`src/rtl/acfg_pkg.sv`:
```
package acfg_pkg;
  typedef enum logic {ST_UNCFG = 1'b0, ST_DONE = 1'b1} cfg_state_e;
  typedef enum logic [2:0] {
    SLOT_NONE, SLOT_EXT_HI, SLOT_EXT_LO, SLOT_BASE_HI, SLOT_BASE_LO
  } cfg_slot_e;
  localparam int NYB_W    = 4;
  localparam int ID_WORDS = 32;
  localparam int REG_W    = 8;
  // word indices of the base slots (byte offset / 2); slot order is behaviour
  localparam logic [5:0] WIX_EXT_HI  = 6'h22;
  localparam logic [5:0] WIX_EXT_LO  = 6'h23;
  localparam logic [5:0] WIX_BASE_HI = 6'h24;
  localparam logic [5:0] WIX_BASE_LO = 6'h25;
endpackage

```
`src/rtl/acfg_id_rom.sv`:
```
module acfg_id_rom
  import acfg_pkg::*;
#(
  parameter logic [7:0]  ID_TYPE    = 8'hC1,
  parameter logic [7:0]  ID_PRODUCT = 8'h23,
  parameter logic [7:0]  ID_FLAGS   = 8'h40,
  parameter logic [15:0] ID_MFR     = 16'h07DB,
  parameter logic [31:0] ID_SERIAL  = 32'h12345678
) (
  input  logic [$clog2(ID_WORDS)-1:0] idx_i,
  output logic [NYB_W-1:0]            nyb_o
);
  function automatic logic [NYB_W-1:0] raw_nyb(input int k);
    logic [NYB_W-1:0] r;
    r = '0;
    case (k)
      0: r = ID_TYPE[7:4];
      1: r = ID_TYPE[3:0];
      2: r = ID_PRODUCT[7:4];
      3: r = ID_PRODUCT[3:0];
      4: r = ID_FLAGS[7:4];
      5: r = ID_FLAGS[3:0];
      default: begin
        if (k >= 8 && k <= 11)       r = ID_MFR[15-4*(k-8) -: 4];
        else if (k >= 12 && k <= 19) r = ID_SERIAL[31-4*(k-12) -: 4];
      end
    endcase
    return r;
  endfunction

  function automatic bit is_def(input int k);
    return (k <= 5) || (k >= 8 && k <= 19);
  endfunction

  logic [NYB_W-1:0] tbl [ID_WORDS];

  for (genvar k = 0; k < ID_WORDS; k++) begin : g_tbl
    if (k < 2) begin : g_plain
      assign tbl[k] = raw_nyb(k);
    end else if (is_def(k)) begin : g_inv
      assign tbl[k] = ~raw_nyb(k);
    end else begin : g_rsv
      assign tbl[k] = '1;
    end
  end

  assign nyb_o = tbl[idx_i];
endmodule

```
`src/rtl/acfg_decode.sv`:
```
module acfg_decode
  import acfg_pkg::*;
#(
  parameter int          AW       = 24,
  parameter int          WIN_BITS = 16,
  parameter logic [23:0] CFG_BASE = 24'hE80000,
  localparam int         PAGE_W   = AW - WIN_BITS,
  localparam int         IDX_W    = $clog2(ID_WORDS)
) (
  input  logic [AW-1:1]     addr_i,
  input  logic [PAGE_W-1:0] page_i,
  input  logic [REG_W-1:0]  ext_i,
  input  logic              done_i,
  output logic              cfg_hit_o,
  output logic              own_hit_o,
  output logic              id_area_o,
  output logic [IDX_W-1:0]  id_idx_o,
  output cfg_slot_e         slot_o
);
  logic [WIN_BITS-2:0] off;
  assign off = addr_i[WIN_BITS-1:1];

  assign cfg_hit_o = (addr_i[AW-1:WIN_BITS] == CFG_BASE[AW-1:WIN_BITS]);
  assign own_hit_o = done_i && (ext_i == '0) && (addr_i[AW-1:WIN_BITS] == page_i);
  assign id_area_o = (off[WIN_BITS-2:IDX_W] == '0);
  assign id_idx_o  = off[IDX_W-1:0];

  always_comb begin
    slot_o = SLOT_NONE;
    if (off[WIN_BITS-2:6] == '0) begin
      case (off[5:0])
        WIX_EXT_HI:  slot_o = SLOT_EXT_HI;
        WIX_EXT_LO:  slot_o = SLOT_EXT_LO;
        WIX_BASE_HI: slot_o = SLOT_BASE_HI;
        WIX_BASE_LO: slot_o = SLOT_BASE_LO;
        default:     slot_o = SLOT_NONE;
      endcase
    end
  end
endmodule

```
`src/rtl/acfg_base_reg.sv`:
```
module acfg_base_reg
  import acfg_pkg::*;
#(
  parameter int PAGE_W = 8
) (
  input  logic              clk_i,
  input  logic              rst_ni,
  input  logic              bus_rst_ni,
  input  logic              wr_i,
  input  cfg_slot_e         slot_i,
  input  logic [REG_W-1:0]  byte_i,
  output logic [PAGE_W-1:0] page_o,
  output logic [REG_W-1:0]  ext_o,
  output logic              done_o
);
  logic [REG_W-1:0] base_q, ext_q;
  cfg_state_e       st_q;

  always_ff @(posedge clk_i or negedge rst_ni) begin
    if (!rst_ni) begin
      base_q <= '0;
      ext_q  <= '0;
      st_q   <= ST_UNCFG;
    end else if (!bus_rst_ni) begin
      base_q <= '0;
      ext_q  <= '0;
      st_q   <= ST_UNCFG;
    end else if (wr_i && st_q == ST_UNCFG) begin
      case (slot_i)
        SLOT_EXT_HI:  ext_q <= byte_i;
        SLOT_EXT_LO:  ext_q[3:0] <= byte_i[7:4];
        SLOT_BASE_HI: base_q <= byte_i;
        SLOT_BASE_LO: begin
          base_q[3:0] <= byte_i[7:4];
          st_q        <= ST_DONE;  // commit
        end
        default: ;
      endcase
    end
  end

  assign page_o = base_q[PAGE_W-1:0];
  assign ext_o  = ext_q;
  assign done_o = (st_q == ST_DONE);
endmodule

```
`src/rtl/acfg_slave.sv`:
```
module acfg_slave
  import acfg_pkg::*;
#(
  parameter int          AW         = 24,
  parameter int          WIN_BITS   = 16,
  parameter logic [23:0] CFG_BASE   = 24'hE80000,
  parameter logic [7:0]  ID_TYPE    = 8'hC1,
  parameter logic [7:0]  ID_PRODUCT = 8'h23,
  parameter logic [7:0]  ID_FLAGS   = 8'h40,
  parameter logic [15:0] ID_MFR     = 16'h07DB,
  parameter logic [31:0] ID_SERIAL  = 32'h12345678,
  localparam int         PAGE_W     = AW - WIN_BITS,
  localparam int         IDX_W      = $clog2(ID_WORDS)
) (
  input  logic          clk_i,
  input  logic          rst_ni,
  input  logic          bus_rst_ni,
  input  logic [AW-1:1] addr_i,
  input  logic [15:0]   data_i,
  output logic [15:0]   data_o,
  output logic [1:0]    data_oe_o,
  input  logic          as_ni,
  input  logic          uds_ni,
  input  logic          lds_ni,
  input  logic          read_i,
  input  logic          cfg_in_ni,
  output logic          cfg_out_no,
  output logic          card_sel_o
);
  logic              cfg_hit, own_hit, id_area, done, cfg_live, rd_sel, wr;
  logic [IDX_W-1:0]  id_idx;
  logic [NYB_W-1:0]  nyb;
  logic [PAGE_W-1:0] page;
  logic [REG_W-1:0]  ext;
  cfg_slot_e         slot;

  acfg_decode #(.AW(AW), .WIN_BITS(WIN_BITS), .CFG_BASE(CFG_BASE)) u_dec (
    .addr_i(addr_i), .page_i(page), .ext_i(ext), .done_i(done),
    .cfg_hit_o(cfg_hit), .own_hit_o(own_hit), .id_area_o(id_area),
    .id_idx_o(id_idx), .slot_o(slot)
  );

  acfg_id_rom #(
    .ID_TYPE(ID_TYPE), .ID_PRODUCT(ID_PRODUCT), .ID_FLAGS(ID_FLAGS),
    .ID_MFR(ID_MFR), .ID_SERIAL(ID_SERIAL)
  ) u_rom (.idx_i(id_idx), .nyb_o(nyb));

  assign cfg_live = !cfg_in_ni && !done;
  assign rd_sel   = !as_ni && read_i && cfg_live && cfg_hit;
  assign wr       = !as_ni && !read_i && !uds_ni && cfg_live && cfg_hit;

  acfg_base_reg #(.PAGE_W(PAGE_W)) u_reg (
    .clk_i(clk_i), .rst_ni(rst_ni), .bus_rst_ni(bus_rst_ni),
    .wr_i(wr), .slot_i(slot), .byte_i(data_i[15:8]),
    .page_o(page), .ext_o(ext), .done_o(done)
  );

  assign data_oe_o  = {rd_sel && !uds_ni, rd_sel && !lds_ni};
  assign data_o     = id_area ? {nyb, 12'hFFF} : 16'hFFFF;
  assign cfg_out_no = !done;
  assign card_sel_o = !as_ni && own_hit;
endmodule

```
`config.mk`:
```
export PLATFORM = sky130hd
export DESIGN_NAME = acfg_slave
export DESIGN_NICKNAME = d
export VERILOG_FILES = /design/src/rtl/acfg_pkg.sv /design/src/rtl/acfg_id_rom.sv /design/src/rtl/acfg_decode.sv /design/src/rtl/acfg_base_reg.sv /design/src/rtl/acfg_slave.sv
export SDC_FILE = /design/constraint.sdc
export NUM_CORES = 1
export LEC_CHECK = 0
export BUFFER_PORTS_ARGS = -buffer_cell sky130_fd_sc_hd__buf_2
export CORE_MARGIN = 1.5
export CORE_UTILIZATION = 43
export CTS_CLUSTER_SIZE = 25
export DETAILED_ROUTE_END_ITERATION = 10
export PLACE_DENSITY = 0.77
export SLEW_MARGIN = 40
export SYNTH_ARGS = -nofsm -noshare
export SYNTH_HDL_FRONTEND = slang
export SYNTH_SLANG_ARGS = --single-unit
```
`constraint.sdc`:
```
create_clock -name clk_i -period 2.05 [get_ports clk_i]
set_input_delay 0.41 -clock clk_i [delete_from_list [all_inputs] [get_ports clk_i]]
set_output_delay 0.41 -clock clk_i [all_outputs]
set_load 0.005 [all_outputs]
```
Word level (Yosys, flattened, before mapping)
Memories as Yosys holds them, arrays and structs flattened.
Index checks and enable logic that the tools add are counted.
{ "totals": {"register_bits": 17, "latch_bits": 0, "ramBits": 0, "mem_bits_ro": 128, "inputBits": 47, "output_inout_bits": 20, "wordCells": 69, "memories": 1} }
{ "op_classes": {"addsub": 0, "mul": 0, "n_div": 0, "order_cmp": 1, "eq_ne": 16, "shifts": 0, "n_mux": 16, "bitwise": 2, "reduce_logical": 28} }
{ "memory_table": {"columns": ["memory", "depth", "word_bits", "rd", "rd_ports_with_merged_regs", "wr", "line_no", "rtl"], "rows": [
  ["(name not given)", 32, 4, 1, 0, 0, "acfg_id_rom.sv:47", "assign nyb_o = tbl[idx_i];"]
]} }
{ "op_table": {"columns": ["op", "count"], "rows": [
  ["2-to-1 mux 8 bit", 4],
  ["== test 6 bit (second input constant)", 4],
  ["2-to-1 mux 16 bit", 1],
  ["2-to-1 mux 4 bit", 4],
  ["case mux 4 bit (2 select lines)", 2],
  ["logical AND 1 bit", 14],
  ["case mux 3 bit (4 select lines)", 1],
  ["logical NOT 10 bit", 1],
  ["AND reduction 2 bit", 5],
  ["logical NOT 9 bit", 1],
  ["== test 8 bit", 1],
  ["== test 8 bit (second input constant)", 1],
  ["logical NOT 8 bit", 1],
  ["inequality test 2 x 1 -> 1 bit (second input constant)", 4],
  ["== test 3 x 2 -> 1 bit (second input constant)", 2],
  ["greater-or-equal comparator 6 bit (second input constant)", 1],
  ["logical NOT 1 bit", 6],
  ["inequality test 3 x 1 -> 1 bit (second input constant)", 2],
  ["NOT 5 -> 6 bit", 1],
  ["== test 3 x 1 -> 1 bit (second input constant)", 1],
  ["== test 3 bit (second input constant)", 1],
  ["2-to-1 mux 1 bit", 3],
  ["2-to-1 mux 3 bit", 1],
  ["NOT 1 bit", 1]
]} }

Longest topological paths before layout
Gate-level depths: netlist (run 1).
{ "logic_depth": {"word_depth": 8, "mapped_depth": 7, "ltp_nobuf": 7} }

Modules after synthesis
Synthesis (run 1) repeated with hierarchy kept, for this count alone.
{ "hier_totals": {"hier_cells": 180, "area_unflattened_um2": 1552.7} }
{ "by_module_without_submodules": {"columns": ["module", "instances", "cells_per_inst", "area_each_um2", "seq_area_each_um2"], "rows": [
  ["acfg_base_reg", 1, 87, 887.1, 425.4],
  ["acfg_decode", 1, 39, 270.3, 0.0],
  ["acfg_id_rom", 1, 29, 220.2, 0.0],
  ["acfg_slave", 1, 25, 175.2, 0.0]
]} }

Worst setup path before layout (run 1)
No wires, ideal clock.
{ "synth_path": {"path_type": "in2reg", "startpoint": "input as_ni", "endpoint": "register u_reg.base_q[0] (netlist: u_reg.page_o[0])", "setup_time_ps": 130, "t_arrival_ps": 2011, "t_required_ps": 1920, "path_slack_ps": -91, "stages": 5, "path_buffers": 0, "path_cell_list": "or4_4 -> or2_1 -> or4b_4 -> nor3b_4 -> a21oi_1"} }
{ "synth_between": {"elab_chain_len": 8} }
{ "synth_lines": {"columns": ["item", "line_no", "rtl"], "rows": [
  ["start, declared", "acfg_slave.sv:22", "input logic as_ni,"],
  ["logical NOT 1 bit", "acfg_slave.sv:50", "assign wr = !as_ni && !read_i && !uds_ni && cfg_live && cfg_hit;"],
  ["logical AND 1 bit (4 in series)", "acfg_slave.sv:50", null],
  ["logical AND 1 bit", "acfg_base_reg.sv:28", "end else if (wr_i && st_q == ST_UNCFG) begin"],
  ["inequality test 2 x 1 -> 1 bit (no source line)", null, null],
  ["AND reduction 2 bit (no source line)", null, null],
  ["end signal, assigned", "acfg_base_reg.sv:32", "SLOT_BASE_HI: base_q <= byte_i;"],
  ["end signal, assigned", "acfg_base_reg.sv:34", "base_q[3:0] <= byte_i[7:4];"],
  ["end, declared", "acfg_base_reg.sv:16", "logic [REG_W-1:0] base_q, ext_q;"]
]} }
No other way between the ends.
A chain may end at the register's enable or synchronous reset.

Worst setup path in the final report (run 1)
{ "layout_path": {"startpoint": "register u_reg.ext_q[1] (netlist: u_reg.ext_o[1])", "endpoint": "output card_sel_o"} }
{ "layout_between": {"elab_chain_len": 4} }
{ "layout_lines": {"columns": ["item", "line_no", "rtl"], "rows": [
  ["start, declared", "acfg_base_reg.sv:16", null],
  ["start signal, assigned", "acfg_base_reg.sv:30", "SLOT_EXT_HI: ext_q <= byte_i;"],
  ["start signal, assigned", "acfg_base_reg.sv:31", "SLOT_EXT_LO: ext_q[3:0] <= byte_i[7:4];"],
  ["logical NOT 8 bit", "acfg_decode.sv:24", "assign own_hit_o = done_i && (ext_i == '0) && (addr_i[AW-1:WIN_BITS] == page_i);"],
  ["logical AND 1 bit (2 in series)", "acfg_decode.sv:24", null],
  ["logical AND 1 bit", "acfg_slave.sv:61", "assign card_sel_o = !as_ni && own_hit;"],
  ["end, declared", "acfg_slave.sv:28", "output logic card_sel_o"]
]} }
No other way between the ends.

==> impl_metrics.yaml, run 1 <==
global_routing:
  first_global_vias: 1074
  grt_usage_pct: 15.7
  gr-total-overflow: 0
  grt_max_degree: 18
  grt_antenna_before_repair: 0
  grt_pass1_wl_mm: 4.52
power_and_ir_drop:
  p_leak_uw: 0.000977
  ir_drop_mv: 0.143
  p_per_area_nw_per_um2: 352
  power_uw: 682
flow_run:
  cap_violations: 0
clock_tree:
  clockBufferDepth: 2
  cts.sinks: 17
  worstSkewPairLatency_ps: 280
  root_buffer: "clkbuf_4"
  cts_tree: "yes"
  cts_inserted_buffers: 3
  cts-htree-levels: 1
  ctsHoldBuffers: 0
  clk_pin_slew_worst_paths_ps: 100
critical_path:
  critPathLaunchType: "flip-flop"
  critPathRequiredTime_ps: 1640
  cp_max_fo: 2
  ff2ff_setup_slack_ps: -180
  r2r_cells: 6
  crit_arrival_ps: 1910
  r2r-start: "u_reg.done_o"
  crit_path_end_kind: "output port"
  path_class: "reg -> out"
  r2r-end: "u_reg.page_o[3]"
final_layout:
  multi_input_area_um2: 1000
  seqCellArea_um2: 425
  fillers: 302
  area.growth.synth_to_final_pct: 31.0
  layout.nets: 272
  drive_gt1_share_pct: 43.2
  antenna_cells: 0
logic_synthesis:
  syn_area_per_cell_um2: 9.61
  synth_top_flop_cell: "dfrtp_1"
  synth_edf_count: 0
  synthArstFlopShare_pct: 100
  netlist_area_um2: 1480
  syn-instance-count: 154
  ys_seq_area_share_pct: 28.7
  yosysWarnings: 0
  ys_ff_latch: 17
  yosysUniqueCellTypes: 41
sta:
  fin_ws_ps: -266
  fin_skew_ps: 3.60
  max_freq_mhz: 432
  rsz0062_at_grt: "true"
  finalCritPeriodShare_pct: 113
  report.final.hold_viol_count: 0
  maxSlewViolCount: 0
  tns_ps: -1350
  setup-violations-final: 7
  min_period_ps: 2320
die:
  num_io_pins: 67
  dieArea_um2: 3800
  coreArea_um2: 3310
  start_util_pct: 44.7
  dieWidth_um: 61.7
  num_rows: 21
  die_h_um: 61.7
route:
  ant_nets: 0
  first_pass_iters: 4
  vias: 1328
  wirelength_mm: 3.12
  drt_iter0_drc: 34
  drc: 0
  wire_per_inst_um: 11.7
  viasPerCell: 4.99
placed_design:
  gp_congestion: 0.761
  port_buffers: 46
  hpwlAfterDp_mm: 2.54
status:
  outcome: "finished with violations"
  violations: "setup timing"
worst_hold_path:
  hold_class: "in -> async"
state kept, by name, indices dropped and copies added (netlist names):
register      cells
u_reg.page_o      8
u_reg.done_o      1
u_reg.ext_o       8
how the worst max path moves through the flow:
stage,startpoint,to,depth (start not counted)
after floorplan,as_ni,u_reg.page_o[0],5
after global placement,as_ni,u_reg.page_o[2],6
after detailed placement,as_ni,u_reg.page_o[0],6
after CTS,u_reg.ext_o[1],card_sel_o,4
after global routing,u_reg.ext_o[1],card_sel_o,4
final,u_reg.ext_o[1],card_sel_o,4
cell usage in the layout (no fill, tap or decap), types with 3 or more instances in the layout:
cell	count
buf_4	22
o21ai_0	7
a21oi_1	4
xnor2_1	3
mux2_2	4
buf_2	45
nor2b_1	15
nand2_1	6
xor2_1	7
mux2i_1	17
conb_1	12
nor2_1	7
nand4_1	4
dfrtp_1	17
clkbuf_4	3
ha_1	3
timing repair:
action,in CTS,in global routing
pin swaps,6,2
buffers inserted,1,1
gates cloned,0,0
endpoints found under the setup margin,15,14
gates resized for setup,11,9
cell usage after synthesis, drive strengths merged (4+ instances only):
library cell	number	area (um2)
a21oi	6	30.0
buf	13	105
clkbuf	4	36.3
dfrtp	17	425
ha	4	50.1
inv	4	15.0
mux2	4	45.0
mux2i	17	170
nand2	6	22.5
nand4	4	25.0
nor2	8	30.0
nor2b	15	93.8
nor4b	4	35.0
o21ai	8	40.0
xor2	7	61.3
stage by stage:
step | std cells | hold WS [ps] | area, um2 | worst slack (ps) | util, %
floorplan | 165 | 114 | 1520 | -91.0 | -
global placement | 260 | 338 | 1820 | -253 | 54.8
detailed placement | 260 | 342 | 1820 | -308 | 54.8
CTS | 265 | 32.3 | 1900 | -276 | 57.3
global route | 266 | 57.5 | 1940 | -339 | 58.6
finish | 266 | 25.3 | 1940 | -266 | 58.6
cell type report:
| class | instances | area share [%] |
|---|---|---|
| Timing Repair Buffer | 69 | 21.3 |
| Sequential cell | 17 | 21.9 |
| Inverter | 4 | 0.774 |
| Tap cell | 46 | 2.97 |
| Clock buffer | 4 | 1.35 |
| Multi-Input combinational cell | 126 | 51.7 |
power breakdown:
group          switching, uW  internal [uW]
logic                   83.4           87.3
clock network            101           75.5
registers         0.00000372            335
total                    185            498
critical path, stage by stage, from the launching register on:
cell and delay (ps):
dfrtp_1 390, or4_4 540, or3_4 340, nor4_2 200, buf_2 150
per-layer routing:
metal / share of wire [%] / track usage, % / up-vias
met4: 0 / 2.74 / 0
met1: 46 / 20.4 / 622
met5: 0 / 0 / -
met3: 4.6 / 0.630 / 0
met2: 49 / 29.0 / 41
li1: - / - / 665
logic make-up (layout without fill, tap and decap cells):
kind of cell               count (synthesis)  count (layout)  synth area share (%)
muxes                                     22              22                  16.1
DFF                                       17              17                  28.7
buffers and inverters                     22              77                  11.2
and+or+nand+nor                           59              59                  27.0
other                                      1              12                 0.253
adders and majority gates                  4               4                  3.38
AOI/OAI and AO/OA                         19              19                  7.36
xor gates and xnor gates                  10              10                  5.92
Note: power is estimated with default switching activity, not from simulation.
==> run 2: changes to the inputs <==
--- a/config.mk
+++ b/config.mk
@@ -5,12 +5,13 @@
 export SDC_FILE = /design/constraint.sdc
 export NUM_CORES = 1
 export LEC_CHECK = 0
+export ABC_AREA = 1
 export BUFFER_PORTS_ARGS = -buffer_cell sky130_fd_sc_hd__buf_2
 export CORE_MARGIN = 1.5
 export CORE_UTILIZATION = 43
 export CTS_CLUSTER_SIZE = 25
 export DETAILED_ROUTE_END_ITERATION = 10
-export PLACE_DENSITY = 0.77
+export PLACE_DENSITY = 0.83
 export SLEW_MARGIN = 40
 export SYNTH_ARGS = -nofsm -noshare
 export SYNTH_HDL_FRONTEND = slang
==> impl_metrics.yaml, run 2 <==
global_routing:
  gr-total-overflow: 0
  grt_pass1_wl_mm: 5.66
  grt_usage_pct: 17.1
  grt_antenna_before_repair: 0
  grt_max_degree: 22
  first_global_vias: 1325
logic_synthesis:
  ys_top_cells_by_count: "nand2_1 (50), nor2_1 (34), inv_1 (25), nand3_1 (18), dfrtp_1 (17)"
  synth_top_flop_cell: "dfrtp_1"
  ys_ff_latch: 17
  yosysUniqueCellTypes: 35
  muxShareOfSynthArea_pct: 0
  syn-instance-count: 229
  netlist_area_um2: 1550
  yosys-top-cells-area: "dfrtp_1 (28%), nand2_1 (12%), nor2_1 (8.3%)"
  synth-simple-area-share_pct: 41.2
  syn_area_per_cell_um2: 6.75
  yosys.area.top_type_share_pct: 27.5
  synthArstFlopShare_pct: 100
  synth_top_family_by_area: "simple AND/OR/NAND/NOR gates"
  synth_area_leader_cell: "dfrtp_1"
  synth_most_common_cell: "nand2_1"
  synth_edf_count: 0
  synth_compound_area_share_pct: 12.6
  yosysWarnings: 0
  synth_xor_area_share_pct: 1.13
  yosys.area_share.adder_pct: 3.24
  ys_seq_area_share_pct: 27.5
clock_tree:
  cts.sinks: 17
  worstSkewPairLatency_ps: 280
  ctsHoldBuffers: 0
  root_buffer: "clkbuf_4"
  clk_pin_slew_worst_paths_ps: 90
  clockBufferDepth: 2
  cts_inserted_buffers: 3
  cts_tree: "yes"
  cts-htree-levels: 1
sta:
  maxSlewViolCount: 0
  finalCritPeriodShare_pct: 93.9
  min_period_ps: 1920
  rsz0062_at_grt: "true"
  max_freq_mhz: 519
  setup-violations-final: 0
  fin_skew_ps: 2.87
  fin_ws_ps: 125
  report.final.hold_viol_count: 0
critical_path:
  cp_slowest_cell: "dfrtp_1"
  crit_family: "simple AND/OR/NAND/NOR gates"
  cp.buffers_inverters: 1
  crit_arrival_ps: 1510
  max_stage_delay_ps: 410
  path_class: "reg -> out"
  crit_chain: "nor4_2 > nand2_1 > nor3_2 > nand3_1 > nor2_1 > buf_2"
  crit_path_end_kind: "output port"
  critPathRequiredTime_ps: 1640
  critPathLaunchType: "flip-flop"
  cp_max_fo: 2
route:
  wirelength_mm: 3.34
  drt_iter0_drc: 127
  viasPerCell: 4.80
  vias: 1540
  ant_nets: 0
  first_pass_iters: 4
  wire_per_inst_um: 10.4
  drc: 0
placed_design:
  hpwlAfterDp_mm: 2.69
  port_buffers: 46
  gp_congestion: 0.796
  dp_slack_ps: 144
die:
  dieWidth_um: 62.9
  coreArea_um2: 3390
  die_h_um: 62.9
  dieArea_um2: 3960
  start_util_pct: 45.6
  num_rows: 21
  num_io_pins: 67
final_layout:
  drive_gt1_share_pct: 28.4
  mostFrequentLayoutCell: "nand2_1"
  layout.nets: 327
  antenna_cells: 0
  finish.utilization_pct: 53.1
  mostFrequentLayoutCells: "nand2_1 (50), buf_2 (46), nor2_1 (34), inv_1 (25), nand3_1 (18)"
  area.growth.synth_to_final_pct: 16.4
power_and_ir_drop:
  p_sw_uw: 229
  p_sw_share_pct: 30.8
  power_uw: 746
  p_leak_uw: 0.000942
  intPower_uw: 516
  clockPowerShare_pct: 22.9
  combPwrFrac_pct: 26.6
  ir_drop_mv: 0.216
  p_seq_share_pct: 50.5
  p_per_area_nw_per_um2: 414
status:
  outcome: "complete, no violations"
worst_hold_path:
  hold_class: "in -> async"
flow_run:
  cap_violations: 0
run 2: cell types whose count changed in the layout (fill, tap and decap cells not counted), sizes merged, moves of 7 or more:
cell   previous run  this run
nor2              8        41
nand3             1        22
xor2              7         0
inv               4        26
mux2i            17         0
nand2             6        58
nor2b            15         0
buf              69        47
run 2: cell families (layout without fill, tap and decap cells):
kind of cell | Yosys count | after routing
compound gates | 31 | 31
xor+xnor | 2 | 2
fa+ha+maj | 4 | 4
buf+inv | 42 | 77
flops | 17 | 17
other cells | 1 | 12
simple gates | 132 | 132
run 2: layer usage:
layer | vias up | GRT usage [%] | wire [um]
li1 | 808 | - | -
met1 | 680 | 23.1 | 1490
met2 | 50 | 30.5 | 1650
met3 | 2 | 1.62 | 193
met4 | 0 | 1.67 | 7
met5 | - | 0 | 0
run 2: final cells by class:
cell class | count | area [um2]
inverters | 26 | 97.6
flip-flops and latches | 17 | 425
multi-input cells | 181 | 955
fillers | 364 | 1590
well taps | 46 | 57.6
repair buffers | 47 | 238
clock buffers | 4 | 26.3
run 2: final timing paths:
check                                    start              end  slack, ps  cells past startpoint
min in group clk_i                  data_i[14]  u_reg.page_o[6]        470                      3
max in group asynchronous               rst_ni   u_reg.ext_o[2]       1750                      1
worst min register to register  u_reg.ext_o[5]   u_reg.ext_o[5]        490                      2
worst max-delay path            u_reg.ext_o[2]       card_sel_o        130                      6
worst min-delay path                    rst_ni  u_reg.page_o[5]         30                      1
worst max register to register    u_reg.done_o  u_reg.page_o[3]        570                      9
run 2: repair_timing:
item / CTS / global route
setup buffers: 0 / 1
resized for setup: 0 / 2
endpoints found under the setup margin: 0 / 1
run 2: power groups by stage:
stage	Clock (uW)	Combinational [uW]	Sequential, uW
4_1_cts	172	193	374
3_5_place_dp	0	192	381
5_1_grt	184	227	379
2_1_floorplan	0	137	376
3_3_place_gp	0	188	380
6_report	171	198	377
run 2: through the flow:
stage	setup TNS, ps	hold WS (ps)	area (um2)	cells
5_1_grt	-65.2	54.7	1800	321
6_report	0	29.7	1800	321
3_5_place_dp	0	345	1750	316
4_1_cts	0	43.0	1780	320
2_1_floorplan	0	114	1590	240
3_3_place_gp	0	347	1750	316
